$ cat src/rtl/pgwr_pkg.sv
package pgwr_pkg;
  typedef enum logic [1:0] {
    ST_IDLE = 2'd0,
    ST_LOAD = 2'd1,
    ST_PROG = 2'd2
  } seq_state_e;

  localparam int BYTE_W = 8;
  localparam int SLOT_W = 6;
endpackage

$ cat src/rtl/pgwr_strobe.sv
module pgwr_strobe #(
  parameter int RCV_CYC = 8
) (
  input  logic clk,
  input  logic arst_n,
  input  logic hold_n,
  input  logic ce_n,
  input  logic oe_n,
  input  logic we_n,
  output logic load_ev,
  output logic rd_start,
  output logic rd_q
);
  localparam int RW = $clog2(RCV_CYC + 1);

  logic [RW-1:0] rcv_cnt;
  logic          wr_cond;
  logic          wr_q;
  logic          rd_cond;

  // a write needs output-enable released; reads need recovery over
  assign wr_cond  = hold_n & ~ce_n & ~we_n & oe_n;
  assign rd_cond  = hold_n & (rcv_cnt == '0) & ~ce_n & ~oe_n & we_n;
  assign load_ev  = wr_cond & ~wr_q;
  assign rd_start = rd_cond & ~rd_q;

  always_ff @(posedge clk or negedge arst_n) begin
    if (!arst_n) begin
      wr_q    <= 1'b0;
      rd_q    <= 1'b0;
      rcv_cnt <= '0;
    end else begin
      wr_q <= wr_cond;
      rd_q <= rd_cond;
      if (!hold_n)
        rcv_cnt <= RW'(RCV_CYC);
      else if (rcv_cnt != '0)
        rcv_cnt <= rcv_cnt - 1'b1;
    end
  end
endmodule

$ cat src/rtl/pgwr_pagebuf.sv
module pgwr_pagebuf #(
  parameter int IDX_W = 6,
  parameter int PG_W  = 3,
  parameter int DW    = 8
) (
  input  logic             clk,
  input  logic             arst_n,
  input  logic             clr,
  input  logic             store,
  input  logic             pg_ld,
  input  logic [PG_W-1:0]  pg_in,
  input  logic [IDX_W-1:0] wr_idx,
  input  logic [DW-1:0]    wr_data,
  input  logic [IDX_W-1:0] rd_idx,
  output logic [DW-1:0]    rd_data,
  output logic             rd_vld,
  output logic [PG_W-1:0]  page_q
);
  localparam int DEPTH = 1 << IDX_W;

  logic [DW-1:0]    slot_q [DEPTH];
  logic [DEPTH-1:0] vld_q;

  for (genvar g = 0; g < DEPTH; g++) begin : g_slot
    logic hit;
    assign hit = store && (wr_idx == IDX_W'(g));

    always_ff @(posedge clk or negedge arst_n) begin
      if (!arst_n)
        vld_q[g] <= 1'b0;
      else if (clr)
        vld_q[g] <= 1'b0;
      else if (hit)
        vld_q[g] <= 1'b1;
    end

    always_ff @(posedge clk) begin
      if (hit)
        slot_q[g] <= wr_data;
    end
  end

  always_ff @(posedge clk or negedge arst_n) begin
    if (!arst_n)
      page_q <= '0;
    else if (pg_ld)
      page_q <= pg_in;
  end

  assign rd_data = slot_q[rd_idx];
  assign rd_vld  = vld_q[rd_idx];
endmodule

$ cat src/rtl/pgwr_ctrl.sv
module pgwr_ctrl
  import pgwr_pkg::*;
#(
  parameter int IDX_W    = 6,
  parameter int WIN_CYC  = 200,
  parameter int PROG_CYC = 400,
  parameter int CNT_W    = 9
) (
  input  logic             clk,
  input  logic             arst_n,
  input  logic             hold_n,
  input  logic             load_ev,
  input  logic             rd_start,
  input  logic             din7,
  output logic             st_busy,
  output logic             load_acc,
  output logic             pg_ld,
  output logic             buf_clr,
  output logic             commit_act,
  output logic [IDX_W-1:0] commit_idx,
  output logic             tog_q,
  output logic             last7_q
);
  localparam int DEPTH = 1 << IDX_W;

  seq_state_e       st_q;
  logic [CNT_W-1:0] cnt_q;
  logic             prog_end;

  assign st_busy    = (st_q == ST_PROG);
  assign load_acc   = load_ev && !st_busy;
  assign pg_ld      = load_acc && (st_q == ST_IDLE);
  assign prog_end   = st_busy && (cnt_q == CNT_W'(PROG_CYC - 1));
  assign buf_clr    = !hold_n || prog_end;
  // one slot per cycle during the first DEPTH cycles of programming
  assign commit_act = st_busy && hold_n && (cnt_q < CNT_W'(DEPTH));
  assign commit_idx = cnt_q[IDX_W-1:0];

  always_ff @(posedge clk or negedge arst_n) begin
    if (!arst_n) begin
      st_q    <= ST_IDLE;
      cnt_q   <= '0;
      tog_q   <= 1'b0;
      last7_q <= 1'b0;
    end else if (!hold_n) begin
      st_q  <= ST_IDLE;
      cnt_q <= '0;
    end else begin
      if (load_acc)
        last7_q <= din7;
      case (st_q)
        ST_IDLE: begin
          if (load_acc) begin
            st_q  <= ST_LOAD;
            cnt_q <= '0;
          end
        end
        ST_LOAD: begin
          if (load_acc) begin
            cnt_q <= '0;
          end else if (cnt_q == CNT_W'(WIN_CYC - 1)) begin
            st_q  <= ST_PROG;
            cnt_q <= '0;
            tog_q <= 1'b0;
          end else begin
            cnt_q <= cnt_q + 1'b1;
          end
        end
        ST_PROG: begin
          if (rd_start)
            tog_q <= ~tog_q;
          if (prog_end) begin
            st_q  <= ST_IDLE;
            cnt_q <= '0;
          end else begin
            cnt_q <= cnt_q + 1'b1;
          end
        end
        default: begin
          st_q  <= ST_IDLE;
          cnt_q <= '0;
        end
      endcase
    end
  end
endmodule

$ cat src/rtl/pgwr_ram.sv
module pgwr_ram #(
  parameter int AW = 9,
  parameter int DW = 8
) (
  input  logic          clk,
  input  logic          we,
  input  logic [AW-1:0] waddr,
  input  logic [DW-1:0] wdata,
  input  logic [AW-1:0] raddr,
  output logic [DW-1:0] rq
);
  localparam int WORDS = 1 << AW;

  logic [DW-1:0] mem [WORDS];

  always_ff @(posedge clk) begin
    if (we)
      mem[waddr] <= wdata;
    rq <= mem[raddr];
  end
endmodule

$ cat src/rtl/pgwr_seq.sv
module pgwr_seq
  import pgwr_pkg::*;
#(
  parameter int ADDR_W   = 9,
  parameter int WIN_CYC  = 200,
  parameter int PROG_CYC = 400,
  parameter int RCV_CYC  = 8
) (
  input  logic              clk,
  input  logic              arst_n,
  input  logic              hold_n,
  input  logic              ce_n,
  input  logic              oe_n,
  input  logic              we_n,
  input  logic [ADDR_W-1:0] addr,
  input  logic [7:0]        din,
  output logic [7:0]        dout,
  output logic              dout_en,
  output logic              busy_pull
);
  localparam int IDX_W   = SLOT_W;
  localparam int PG_W    = ADDR_W - IDX_W;
  localparam int CNT_MAX = (WIN_CYC > PROG_CYC) ? WIN_CYC : PROG_CYC;
  localparam int CNT_W   = $clog2(CNT_MAX + 1);

  logic             load_ev;
  logic             rd_start;
  logic             rd_q;
  logic             st_busy;
  logic             load_acc;
  logic             pg_ld;
  logic             buf_clr;
  logic             commit_act;
  logic [IDX_W-1:0] commit_idx;
  logic             tog_q;
  logic             last7_q;
  logic [7:0]       slot_data;
  logic             slot_vld;
  logic [PG_W-1:0]  page_q;
  logic [7:0]       ram_q;

  pgwr_strobe #(.RCV_CYC(RCV_CYC)) u_strobe (
    .clk      (clk),
    .arst_n   (arst_n),
    .hold_n   (hold_n),
    .ce_n     (ce_n),
    .oe_n     (oe_n),
    .we_n     (we_n),
    .load_ev  (load_ev),
    .rd_start (rd_start),
    .rd_q     (rd_q)
  );

  pgwr_ctrl #(
    .IDX_W    (IDX_W),
    .WIN_CYC  (WIN_CYC),
    .PROG_CYC (PROG_CYC),
    .CNT_W    (CNT_W)
  ) u_ctrl (
    .clk        (clk),
    .arst_n     (arst_n),
    .hold_n     (hold_n),
    .load_ev    (load_ev),
    .rd_start   (rd_start),
    .din7       (din[7]),
    .st_busy    (st_busy),
    .load_acc   (load_acc),
    .pg_ld      (pg_ld),
    .buf_clr    (buf_clr),
    .commit_act (commit_act),
    .commit_idx (commit_idx),
    .tog_q      (tog_q),
    .last7_q    (last7_q)
  );

  pgwr_pagebuf #(.IDX_W(IDX_W), .PG_W(PG_W), .DW(BYTE_W)) u_buf (
    .clk     (clk),
    .arst_n  (arst_n),
    .clr     (buf_clr),
    .store   (load_acc),
    .pg_ld   (pg_ld),
    .pg_in   (addr[ADDR_W-1:IDX_W]),
    .wr_idx  (addr[IDX_W-1:0]),
    .wr_data (din),
    .rd_idx  (commit_idx),
    .rd_data (slot_data),
    .rd_vld  (slot_vld),
    .page_q  (page_q)
  );

  pgwr_ram #(.AW(ADDR_W), .DW(BYTE_W)) u_ram (
    .clk   (clk),
    .we    (commit_act && slot_vld),
    .waddr ({page_q, commit_idx}),
    .wdata (slot_data),
    .raddr (addr),
    .rq    (ram_q)
  );

  assign dout      = st_busy ? {~last7_q, tog_q, 6'b0} : ram_q;
  assign dout_en   = rd_q && hold_n;
  assign busy_pull = st_busy && hold_n;
endmodule

$ cat config.mk
export PLATFORM = sky130hd
export DESIGN_NAME = pgwr_seq
export DESIGN_NICKNAME = d
export VERILOG_FILES = /design/src/rtl/pgwr_pkg.sv /design/src/rtl/pgwr_strobe.sv /design/src/rtl/pgwr_pagebuf.sv /design/src/rtl/pgwr_ctrl.sv /design/src/rtl/pgwr_ram.sv /design/src/rtl/pgwr_seq.sv
export SDC_FILE = /design/constraint.sdc
export NUM_CORES = 2
export LEC_CHECK = 0
export BUFFER_PORTS_ARGS = -buffer_cell sky130_fd_sc_hd__buf_2
export CAP_MARGIN = 40
export CELL_PAD_IN_SITES_DETAIL_PLACEMENT = 1
export CELL_PAD_IN_SITES_GLOBAL_PLACEMENT = 2
export CORE_MARGIN = 1
export CORE_UTILIZATION = 30
export CTS_CLUSTER_DIAMETER = 50
export DETAILED_ROUTE_END_ITERATION = 12
export HOLD_SLACK_MARGIN = 0.08
export PLACE_DENSITY_LB_ADDON = 0.1
export SLEW_MARGIN = 30
export SYNTH_ARGS = -nofsm -noshare
export SYNTH_HDL_FRONTEND = slang
export SYNTH_MEMORY_MAX_BITS = 65536
export SYNTH_SLANG_ARGS = --single-unit
$ cat constraint.sdc
create_clock -name clk -period 7.1 [get_ports clk]
set_input_delay 1.42 -clock clk [delete_from_list [all_inputs] [get_ports clk]]
set_output_delay 1.42 -clock clk [all_outputs]
set_load 0.02 [all_outputs]
# ---- Yosys cells after proc, flatten, opt, wreduce, memory -nomap -nowiden
# Memories as Yosys holds them, arrays and structs flattened. A register that Yosys moved wholly into a read port is not among the register bits.
# Index checks and enable logic that the tools add are counted.
dict set report word_totals {
  register_bits 86
  mem_bits_rw 4608
  input_bits 23
  output_inout_bits 10
  word_cells 846
  memories 2
}
# name words word_bits rd rd_clocked_by_memory_dff write_ports line
set mem_list {}
lappend mem_list {u_ram.mem 512 8 1 1 1 pgwr_ram.sv:14} ;# logic [DW-1:0] mem [WORDS];
lappend mem_list {u_buf.slot_q 64 8 1 0 1 pgwr_pagebuf.sv:21} ;# logic [DW-1:0] slot_q [DEPTH];
dict set report op_classes {
  addsub 2
  order_cmp 2
  eq_ne 75
  muxes 468
  bitwise 16
  reduce_logical 209
}
# op count
set op_table {}
lappend op_table {{2-to-1 mux 8 bit} 64}
lappend op_table {{OR reduction 8 bit} 63}
lappend op_table {{2-to-1 mux 6 bit} 63}
lappend op_table {{2-to-1 mux 1 bit} 325}
lappend op_table {{== test 6 bit, second input constant} 32}
lappend op_table {{nonzero test 2 bit} 65}
lappend op_table {{== test 6 x 5 -> 1 bit, second input constant} 16}
lappend op_table {{logical AND 1 bit} 71}
lappend op_table {{== test 6 x 4 -> 1 bit, second input constant} 8}
lappend op_table {{2-to-1 mux 9 bit} 5}
lappend op_table {{one-hot mux 9 bit (3 select lines)} 1}
lappend op_table {{== test 6 x 3 -> 1 bit, second input constant} 4}
lappend op_table {{== test 6 x 2 -> 1 bit, second input constant} 2}
lappend op_table {{2-to-1 mux 2 bit} 5}
lappend op_table {{adder 9 x 1 -> 9 bit, second input constant} 1}
lappend op_table {{AND 1 bit} 9}
lappend op_table {{== test 9 x 8 -> 1 bit, second input constant} 1}
lappend op_table {{== test 9 bit, second input constant} 1}
lappend op_table {{less-than comparator 9 x 7 -> 1 bit, second input constant} 1}
lappend op_table {{!= test 3 x 2 -> 1 bit, second input constant} 3}
lappend op_table {{2-to-1 mux 4 bit} 2}
lappend op_table {{less-than comparator 6 x 7 -> 1 bit, second input constant} 1}
lappend op_table {{inverter 1 bit} 7}
lappend op_table {{binary-select mux 1 bit (select 6 bit)} 1}
lappend op_table {{other kinds (18)} 21}

# ---- Longest topological paths before layout
dict set report logic_depth {
  word_depth 73
  ltp_mapped 13
  ltp_nobuf 8
}

# ---- Modules after synthesis
# From an unflattened synthesis, not the netlist that was laid out.
dict set report unflattened {
  hier_cells 9351
  hier_area_um2 184115.3
}
# mod n_inst cells_per_inst area_per_inst_um2 seq_area_each_um2
set modules_own_cells {}
lappend modules_own_cells {pgwr_ram 1 8030 159927.1 123158.1}
lappend modules_own_cells {pgwr_pagebuf 1 1174 22790.6 17051.4}
lappend modules_own_cells {pgwr_ctrl 1 104 949.7 325.3}
lappend modules_own_cells {pgwr_strobe 1 30 335.3 150.1}
lappend modules_own_cells {pgwr_seq 1 13 112.6 0.0}

# ---- Least setup slack after synthesis
# OpenSTA, ideal clock, no wires.
dict set report synth_timing {
  kind {register to register}
  from {reg u_ctrl.cnt_q[0]}
  to {mem u_ram.mem[0][0] (data pin)}
  setup_ns 0.903
  t_arrival_ns 5.238
  required_time_ns 6.197
  setup_slack_ns 0.959
  stages_incl_launch_ff 6
  n_path_buf 2
  synth_period_minus_slack_ns 6.141
  cell_sequence {dfrtp_1 > buf_2 > buf_1 > mux4_2 > mux4_2 > mux4_2}
}
dict set report synth_via {
  elab_chain_len 1
}
# element line
set synth_rtl {}
lappend synth_rtl {{start, declared} pgwr_ctrl.sv:27} ;# logic [CNT_W-1:0] cnt_q;
lappend synth_rtl {{start signal, assigned} pgwr_ctrl.sv:66} ;# cnt_q <= cnt_q + 1'b1;
lappend synth_rtl {{start signal, assigned} pgwr_ctrl.sv:76} ;# cnt_q <= cnt_q + 1'b1;
lappend synth_rtl {{memory read (64 x 8 bit)} n/a}
lappend synth_rtl {{net slot_data[0]} pgwr_seq.sv:37} ;# logic [7:0] slot_data;
lappend synth_rtl {{end, declared} pgwr_ram.sv:14}
# The timed path passes the listed nets, and every way through them passes these cells.

# ---- Worst setup path after layout
dict set report layout_timing {
  from {reg u_ctrl.cnt_q[0]}
  to {mem u_ram.mem[36][4] (data pin)}
}
# The elaborated chain is that of the path after synthesis.

==> summary.md <==
| Metric | Value |
|---|---|
| Status | `finished clean` |
| Chip Width | `a little under 800 um` |
| Crit path kind | `reg -> reg` |
| Number of global-route vias before repair | `97400` |
| Post-synthesis cell count | `8502` |
| Post-CTS Hold Fix Bufs | `0` |
| Number of setup buffers added after CTS | `0` |
| Compound-cell area share of the yosys netlist | `0.0205` |
| Largest net degree at the start of global routing | `174` |
| Number of fill cells | `58400` |
| Critical path arrival | `5.77 ns` |
| DRT Wirelength | `619 mm` |
| Post-route antenna net violation count | `0` |
| Worst slew pin tran | `~1.1 ns` |
| RSZ-0062 raised after global routing | `false` |
| Synthesized cell area | `about 180000 um^2` |
| CTS buffer count | `608` |
| CP max stage delay | `0.85 ns` |
| Post-synth EDFFs | `4608` |
| Slew Limit Headroom | `0.235` |
| Tot GR Track Use | `0.199` |
| FFs w/ async S/R, synth | `0.0183` |
| Starting DRT DRC Count | `8582` |
| Register share of total power | `0.471` |
| Crit Path Max Fanout | `110` |
| Worst hold path class | `in -> async` |
| TritonRoute pass-1 iters | `5` |
| IR drop worst, VDD | `259 uV` |
| Vias | `91600` |
| Max Fclk | `194 MHz` |
| Nets@finish | `9352` |
| Top cells by area, synth | `edfxtp_1 76%, mux4_2 15%, nor2_1 1.4%` |
| Max-slew violation count | `0` |
| Core footprint | `607000 um^2` |
| Die area | `612000 um^2` |
| DR DRC count | `0` |
| Yosys warns | `0` |
| Gate power share | `0.063` |
| FF+latch count, synth | `between 4000 and 5000` |
| Critical Path End Type | `flip-flop` |
| Slowest cell on the critical path | `mux4_4` |
| First-pass GRT wire length | `848 mm` |
| RePlAce Congestion | `0.777` |
| Per-cell routed wire length | `between 30 and 40 um` |
| Clock tree sinks | `4702` |
| Area share of fa/ha/maj cells after synthesis | `0.000617` |
| # H-tree levels | `6` |
| FP Rows | `286` |
| CP delay by family, top | `multiplexers` |
| XOR/XNOR Fraction of Synth Area | `0.000432` |
| PortBufs | `32` |
| Post-synth top area share | `0.758` |
| Yosys cell types | `76` |
| Largest family of logic cells by synthesized area | `multiplexers` |
| Power density cells | `between 300 and 400 nW/um^2` |
| CTS Buffer Depth | `4` |
| Layout area overhead | `19.3%` |
| Ports | `33` |
| Period utilization | `0.727` |
| Vias per Instance | `5.12` |
| Ys flop type | `edfxtp_1` |
| Internal power | `50.9 mW` |
| Skew final | `roughly 0.062 ns` |
| Clk network pwr share | `0.466` |
| Post-Syn Nets | `8534` |
| WP buf/inv | `4` |
| Root Buffer | `clkbuf_16` |
| CTS tree | `yes` |
| MaxCap Viol Count | `0` |
| Post-DP HPWL | `403 mm` |
| Grt total ovfl | `0` |
| Initial antenna violation count | `60` |
| Die Y | `782 um` |
| Final hold viol count | `0` |
| Switching Share | `0.234` |
| Synth area leader | `edfxtp_1` |
| Mux contribution to synthesized area | `0.163` |
| Post-Synth Simple-Gate Area | `0.0291` |
| Final setup fails | `0` |
| Non-Filler Instances | `17900` |
| Switching power | `15.6 mW` |
| Seq/Total Area, Yosys | `0.770` |
| Inst Count DP | `~17000` |
| LEAKAGE | `around 68 nW` |
| Register-to-Register Setup Slack | `1.94 ns` |
| Crit-path cells | `buf_12 -> mux4_2 -> mux4_2 -> mux4_4 -> buf_16 -> buf_12 -> buf_16` |
| Startpoint Class | `flip-flop` |
| Clk_lat worst skew | `1.10 ns` |
| Starting Density | `0.301` |
| Share of layout cells above drive strength 1 | `0.318` |
| CP Data Required Time | `7.71 ns` |
| CTS-repair resized insts | `0` |
| Tmin final | `between 5 and 6 ns` |
| Setup TNS | `0 ns` |
| Mean Syn Cell Area | `between 20 and 25 um^2` |
| Clk pin slew, worst setup/hold paths | `0.05 ns` |
## placed cells by master (no fill, tap or decap), types with 30 or more instances in the layout
cell type | synthesis | layout
a21oi_1 | 59 | 59
a22oi_1 | 153 | 153
a32oi_1 | 52 | 52
buf_12 | 3 | 85
buf_2 | 161 | 34
buf_4 | 84 | 545
bufinv_16 | 0 | 60
clkbuf_1 | 175 | 105
clkbuf_16 | 0 | 620
clkbuf_4 | 1 | 30
clkinv_1 | 1 | 85
clkinv_2 | 0 | 79
clkinvlp_4 | 0 | 43
dfrtp_1 | 86 | 80
edfxtp_1 | 4608 | 4608
inv_6 | 0 | 33
mux2i_1 | 232 | 232
mux4_2 | 1211 | 1203
nand2_1 | 369 | 364
nand3_1 | 62 | 61
nor2_1 | 704 | 526
nor2_2 | 0 | 172
o211ai_1 | 42 | 42
o21ai_0 | 47 | 42
## per-stage QoR
step	total power [mW]	cell area [um^2]	utilization	hold WS [ns]	setup WS [ns]
floorplan	34.1	183000	-	0.440	0.959
detailed placement	36.1	197000	0.324	0.488	0.887
CTS	67.3	217000	0.358	0.283	2.06
global placement	36.0	194000	0.319	0.473	0.651
finish	66.5	218000	0.359	0.371	1.94
global route	68.3	218000	0.359	0.357	1.81
## state kept, by name, indices dropped and copies added, names as in the netlist, 2 cells and up
| register | cells |
|---|---|
| u_buf.vld_q | 64 |
| u_ram.rq | 8 |
| u_ram.mem | 4096 |
| u_ctrl.cnt_q | 9 |
| u_ctrl.st_q | 2 |
| u_strobe.rcv_cnt | 4 |
| u_buf.slot_q | 512 |
| u_buf.page_q | 3 |
## routing by layer
layer,wire (um),vias up,track usage
met4,12800,8,0.0399
met5,67,-,0
met3,29900,693,0.0273
met1,282000,51200,0.285
li1,-,37200,-
met2,295000,2485,0.324
## power groups by stage
stage | Combinational [mW] | Clock, mW | Sequential, mW
6_report | 4.19 | 31.0 | 31.3
2_1_floorplan | 2.09 | 0 | 32.0
3_3_place_gp | 4.15 | 0 | 31.9
3_5_place_dp | 4.29 | 0 | 31.9
5_1_grt | 4.43 | 32.6 | 31.3
4_1_cts | 4.29 | 31.7 | 31.3
## synthesized netlist by cell type (all sizes together), types with 12 or more instances
library cell and count:
nand3 62, edfxtp 4608, and2 19, a32oi 52
a211oi 16, buf 327, nor2 704, nand2b 17
o22ai 22, nand2 369, o21ba 17, mux2i 232
nor2b 27, mux2 16, a221oi 24, nor3 18
a22o 15, clkbuf 186, a21oi 59, mux4 1214
dfrtp 86, a22oi 153, and3 12, o211ai 42
nand4 17, inv 12, o21ai 51
## path summary, 6_finish.rpt
check                                       startpoint                              end  cells after the start
min reg2reg                u_buf.vld_q[38]$_DFFE_PN0P_      u_buf.vld_q[38]$_DFFE_PN0P_                      2
min                                             arst_n  u_strobe.rcv_cnt[1]$_DFFE_PN0P_                      1
min in group clk           u_buf.vld_q[38]$_DFFE_PN0P_      u_buf.vld_q[38]$_DFFE_PN0P_                      2
max reg2reg                u_ctrl.cnt_q[0]$_DFFE_PN0P_       u_ram.mem[36][4]$_DFFE_PP_                      7
max in group asynchronous                       arst_n      u_buf.vld_q[31]$_DFFE_PN0P_                      2
max                        u_ctrl.cnt_q[0]$_DFFE_PN0P_       u_ram.mem[36][4]$_DFFE_PP_                      7
## final cells by class
cell class                      count  area, um^2  area share
Multi-Input combinational cell   3274       39800       0.183
Sequential cell                  4702      141000       0.646
Clock inverter                    373        4350      0.0200
Antenna cell                       16        40.0    0.000184
Tap cell                         8064       10100      0.0463
Clock buffer                      730       16000      0.0733
Timing Repair Buffer              721        6790      0.0312
Inverter                           13        58.8    0.000270
## cell families after synthesis
kind of cell               after synthesis
AOI/OAI and AO/OA                      508
xor gates and xnor gates                 9
adders and majority gates                9
buffers and inverters                  526
DFF                                   4702
muxes                                 1462
and+or+nand+nor                       1286
Note: power is estimated with default switching activity, not from simulation.
